`config.mk`:
```
export PLATFORM = sky130hd
export DESIGN_NAME = dac8_latch_bank
export DESIGN_NICKNAME = d
export VERILOG_FILES = /design/src/rtl/dac_bank_pkg.sv /design/src/rtl/dac_addr_dec.sv /design/src/rtl/dac_chan.sv /design/src/rtl/dac_out_mask.sv /design/src/rtl/dac8_latch_bank.sv
export SDC_FILE = /design/constraint.sdc
export NUM_CORES = 1
export LEC_CHECK = 0
export ABC_AREA = 1
export ABC_CLOCK_PERIOD_IN_PS = 2600
export BUFFER_PORTS_ARGS = -buffer_cell sky130_fd_sc_hd__buf_2
export CORE_UTILIZATION = 55
export DETAILED_ROUTE_END_ITERATION = 7
export GPL_TIMING_DRIVEN = 0
export PLACE_DENSITY = 0.75
export SLEW_MARGIN = 20
export SYNTH_ARGS = -nofsm -noshare
export SYNTH_HDL_FRONTEND = slang
export SYNTH_SLANG_ARGS = --single-unit
```
`constraint.sdc`:
```
create_clock -name clk_i -period 2.6 [get_ports clk_i]
set_input_delay 0.65 -clock clk_i [delete_from_list [all_inputs] [get_ports clk_i]]
set_output_delay 0.65 -clock clk_i [all_outputs]
set_load 0.01 [all_outputs]
```
`src/rtl/dac_bank_pkg.sv`:
```
package dac_bank_pkg;
  localparam int unsigned CH_N   = 8;
  localparam int unsigned CODE_W = 13;
  localparam int unsigned ADDR_W = $clog2(CH_N);
endpackage

```
`src/rtl/dac_addr_dec.sv`:
```
module dac_addr_dec #(
  parameter int unsigned CH_N   = 8,
  parameter int unsigned ADDR_W = $clog2(CH_N)
) (
  input  logic              en_i,
  input  logic [ADDR_W-1:0] addr_i,
  output logic [CH_N-1:0]   sel_o
);
  for (genvar g = 0; g < CH_N; g++) begin : g_sel
    assign sel_o[g] = en_i && (addr_i == ADDR_W'(g));
  end
endmodule

```
`src/rtl/dac_chan.sv`:
```
module dac_chan #(
  parameter int unsigned CODE_W = 13
) (
  input  logic              clk_i,
  input  logic              rst_ni,
  input  logic              wr_en_i,
  input  logic              ld_en_i,
  input  logic [CODE_W-1:0] data_i,
  output logic [CODE_W-1:0] in_q_o,
  output logic [CODE_W-1:0] dac_q_o
);
  logic [CODE_W-1:0] in_q, dac_q;

  always_ff @(posedge clk_i or negedge rst_ni) begin
    if (!rst_ni) in_q <= '0;
    else if (wr_en_i) in_q <= data_i;
  end

  // second stage samples the pre-edge first stage: one cycle per open stage
  always_ff @(posedge clk_i or negedge rst_ni) begin
    if (!rst_ni) dac_q <= '0;
    else if (ld_en_i) dac_q <= in_q;
  end

  assign in_q_o  = in_q;
  assign dac_q_o = dac_q;
endmodule

```
`src/rtl/dac_out_mask.sv`:
```
module dac_out_mask #(
  parameter int unsigned CH_N   = 8,
  parameter int unsigned CODE_W = 13
) (
  input  logic                     clr_ni,
  input  logic [CH_N*CODE_W-1:0]   dac_flat_i,
  output logic [CH_N*CODE_W-1:0]   code_o,
  output logic                     clr_active_o
);
  for (genvar g = 0; g < CH_N; g++) begin : g_mask
    assign code_o[g*CODE_W +: CODE_W] = clr_ni ? dac_flat_i[g*CODE_W +: CODE_W] : '0;
  end
  assign clr_active_o = ~clr_ni;
endmodule

```
`src/rtl/dac8_latch_bank.sv`:
```
module dac8_latch_bank
  import dac_bank_pkg::*;
#(
  parameter int unsigned CH_N   = dac_bank_pkg::CH_N,
  parameter int unsigned CODE_W = dac_bank_pkg::CODE_W
) (
  input  logic                     clk_i,
  input  logic                     rst_ni,
  input  logic [CODE_W-1:0]        data_i,
  input  logic [$clog2(CH_N)-1:0]  addr_i,
  input  logic                     cs_ni,
  input  logic                     wr_ni,
  input  logic                     ld_ni,
  input  logic                     clr_ni,
  output logic [CH_N*CODE_W-1:0]   code_o,
  output logic                     clr_active_o
);
  localparam int unsigned AW = $clog2(CH_N);

  logic                   wr_open;
  logic                   ld_open;
  logic [CH_N-1:0]        wr_sel;
  logic [CH_N*CODE_W-1:0] in_flat;
  logic [CH_N*CODE_W-1:0] dac_flat;

  assign wr_open = ~cs_ni & ~wr_ni;
  assign ld_open = ~ld_ni;

  dac_addr_dec #(.CH_N(CH_N), .ADDR_W(AW)) u_dec (
    .en_i   (wr_open),
    .addr_i (addr_i),
    .sel_o  (wr_sel)
  );

  for (genvar g = 0; g < CH_N; g++) begin : g_ch
    dac_chan #(.CODE_W(CODE_W)) u_ch (
      .clk_i   (clk_i),
      .rst_ni  (rst_ni),
      .wr_en_i (wr_sel[g]),
      .ld_en_i (ld_open),
      .data_i  (data_i),
      .in_q_o  (in_flat[g*CODE_W +: CODE_W]),
      .dac_q_o (dac_flat[g*CODE_W +: CODE_W])
    );
  end

  dac_out_mask #(.CH_N(CH_N), .CODE_W(CODE_W)) u_mask (
    .clr_ni       (clr_ni),
    .dac_flat_i   (dac_flat),
    .code_o       (code_o),
    .clr_active_o (clr_active_o)
  );
endmodule

```
==> impl_metrics.py <==
metrics = {
    "final_layout": {
        "antennaDiodeCount": 0,
        "nNetsFinal": 1082,
        "area_delta_synth_final_pct": 17.0,
        "post-route-util_pct": 66.3,
        "drive_gt1_share_pct": 29.1,
    },
    "logic_synthesis": {
        "synth-seq-area-share_pct": 57.6,
        "netlist_instances": 925,
        "netlist-cell-type-count": 16,
        "synth_warnings": 0,
        "synth.avg_cell_area_um2": 9.77,
        "ys_ff_latch": 208,
        "syn_area_um2": 9040,
        "async_flop_share_pct": 100,
        "synth_fp_nets": 947,
        "synth_edf_count": 0,
        "synth_flop_cell": "dfrtp_1",
    },
    "critical_path": {
        "cpLargestDelayFamily": "buffers and inverters",
        "critPathSlowestCell": "buf_1",
        "critPathKind": "primary input to output port",
        "critPathMaxStageDelay_ns": 0.41,
        "end_kind": "output port",
        "r2r_start": "g_ch[1].u_ch.dac_q_o[12]$_DFFE_PN0N_",
        "reg2reg_to": "g_ch[1].u_ch.dac_q_o[12]$_DFFE_PN0N_",
        "cp_common_cell": "buf_2",
        "crit_arrival_ns": 1.87,
        "startpoint_type": "primary input",
        "crit_start": "clr_ni",
        "cp.required_ns": 1.95,
        "rrSetupSlack_ns": 1.79,
        "r2r_cells": 1,
        "cp_num_buf_inv": 5,
        "crit_chain": "buf_2 -> buf_2 -> buf_1 -> nand2_1 -> inv_1 -> buf_2",
        "cp_max_fo": 10,
    },
    "clocking": {
        "ctsLongestPathBuffers": 3,
        "cts_tree": "yes",
        "insertion_delay_ns": 0.49,
        "cts_made_buffers": 21,
        "path_clk_slew_ns": 0.06,
        "cts_hold_buf": 0,
        "cts_max_level": 1,
        "cts.sinks": 208,
        "root_buffer": "clkbuf_16",
    },
    "run": {
        "drv_cap": 0,
    },
    "power": {
        "p_per_area_nw_per_um2": 824,
        "finalPower_uw": 8720,
        "vdd_drop_max_v": 0.000488,
        "leakage_uw": 0.00626,
    },
    "global_route": {
        "grt_antenna_before_repair": 1,
        "grtUsageMet3_pct": 4.02,
        "grt_pass1_vias": 6415,
        "grt_overflow_total": 0,
        "grt_max_degree": 76,
        "grt_usage_pct": 25.6,
        "grt_pass1_wl_mm": 33.1,
        "use_met1_pct": 35.4,
        "grt.met2_usage_pct": 40.6,
        "grt_most_used_layer": "met2",
    },
    "die": {
        "io_pins": 127,
        "start_util_pct": 56.7,
        "placementRows": 46,
        "design.die.area_um2": 17000,
        "core_region_area_um2": 15900,
        "fp.dieW_um": 130,
        "die_h_um": 130,
    },
    "timing": {
        "slew_violations": 0,
        "finalCriticalPeriod_ns": 2.52,
        "fin_setup_tns_ns": 0,
        "worst_pin_slew_ns": 0.573,
        "hold_slack_ns": 0.122,
        "finClkSkew_ns": 0.00537,
        "rsz0062_at_grt": "no",
        "finalCritPeriodShare_pct": 96.9,
        "fmax_mhz": 397,
        "finalSetupViolCount": 0,
        "report.final.hold_viol_count": 0,
        "slew_headroom_pct": 61.8,
    },
    "routing": {
        "route.antenna.remaining_nets": 0,
        "viasPerCell": 5.29,
        "drc": 0,
        "drt_first_pass_iters": 5,
        "first_iter_violations": 457,
        "wirelength_mm": 20.8,
        "vias": 6824,
        "detail_route.wl_per_cell_um": 16.2,
    },
    "place": {
        "io_buffers": 110,
        "routabilityCongestion": 0.811,
        "dp.final_hpwl_mm": 14.1,
    },
    "worst_hold_path": {
        "hold_class": "primary input to async pin",
    },
    "run_status": {
        "status": "complete, no violations",
    },
}
## report_power, final
| group | total [uW] | internal, uW | switching [uW] |
|---|---|---|---|
| clock network | 2850 | 1660 | 1190 |
| registers | 4350 | 3960 | 390 |
| logic | 1520 | 705 | 819 |
## area by class of cell
cell class	instances	area [um2]
Fill cell	1303	5370
Sequential cell	208	5200
Multi-Input combinational cell	535	3070
Clock buffer	32	627
Timing Repair Buffer	112	616
Inverter	108	405
Buffer	74	364
Tap cell	216	270
Clock inverter	4	23.8
## how the worst max path moves through the flow
| stage | slack, ns | cells after the start | to |
|---|---|---|---|
| finish | 0.08 | 6 | code_o[44] |
| global route | 0.009 | 6 | code_o[80] |
| CTS | 0.07 | 6 | code_o[44] |
| detailed placement | -0.03 | 6 | code_o[39] |
| global placement | -2.52 | 1 | g_ch[3].u_ch.in_q_o[7]$_DFFE_PN0P_ |
| floorplan | 0.57 | 5 | code_o[26] |
## kinds of logic (layout without fill, tap and decap cells)
family | count (synthesis) | count (layout) | synth area share, %
multiplexers | 104 | 104 | 13.0
buffers and inverters | 182 | 330 | 8.50
flip-flops | 208 | 208 | 57.6
AND/OR/NAND/NOR | 431 | 431 | 21.0
## flip-flops by register name, summed over array words and instances, names as in the netlist
name	count
g_ch.u_ch.in_q_o	104
g_ch.u_ch.dac_q_o	104
## layout by cell type (no fill, tap or decap), types with 2 or more instances in the layout
cell       Yosys  layout
buf_1          4       3
buf_16         0       2
buf_2         37     147
buf_4          7       7
clkbuf_1      16      21
clkbuf_16      0      21
clkbuf_2      10      10
clkbuf_8       0       6
clkinv_2       0       3
dfrtp_1      208     208
inv_1        107     107
mux2_2       104     104
nand2_1      315     315
nand3_1       28      28
nand3_2        4       4
nand4_1       78      78
nor2_2         3       3
nor2_4         2       2
## cell usage after synthesis, types with 2 or more instances
cell type | n | share of area [%]
buf_1 | 4 | 0.17
nor2_4 | 2 | 0.25
nand3_2 | 4 | 0.44
nand2_1 | 315 | 13
nor2_2 | 3 | 0.21
clkbuf_1 | 16 | 0.66
nand3_1 | 28 | 1.6
clkbuf_2 | 10 | 0.55
nand4_1 | 78 | 5.4
inv_1 | 107 | 4.4
dfrtp_1 | 208 | 58
buf_2 | 37 | 2.0
buf_4 | 7 | 0.58
mux2_2 | 104 | 13
## metrics by stage
stage / instance area (um2) / setup slack [ns] / std cells
floorplan: 9040 / 0.573 / 925
global placement: 9860 / -2.52 / 1251
detailed placement: 9930 / -0.0271 / 1253
CTS: 10600 / 0.0680 / 1289
global route: 10600 / 0.00888 / 1289
finish: 10600 / 0.0803 / 1289
## per-layer routing
metal,share of wire (%),vias up
met5,0.048,-
met4,3.7,2
met3,6.6,60
met2,47,244
met1,43,3319
li1,-,3199
## repair_timing
| item | 4_1_cts | 5_1_grt |
|---|---|---|
| setup buffers | 0 | 0 |
| resized for setup | 1 | 0 |
| endpoints found under the setup margin | 1 | 0 |
Note: power is estimated with default switching activity, not from simulation.
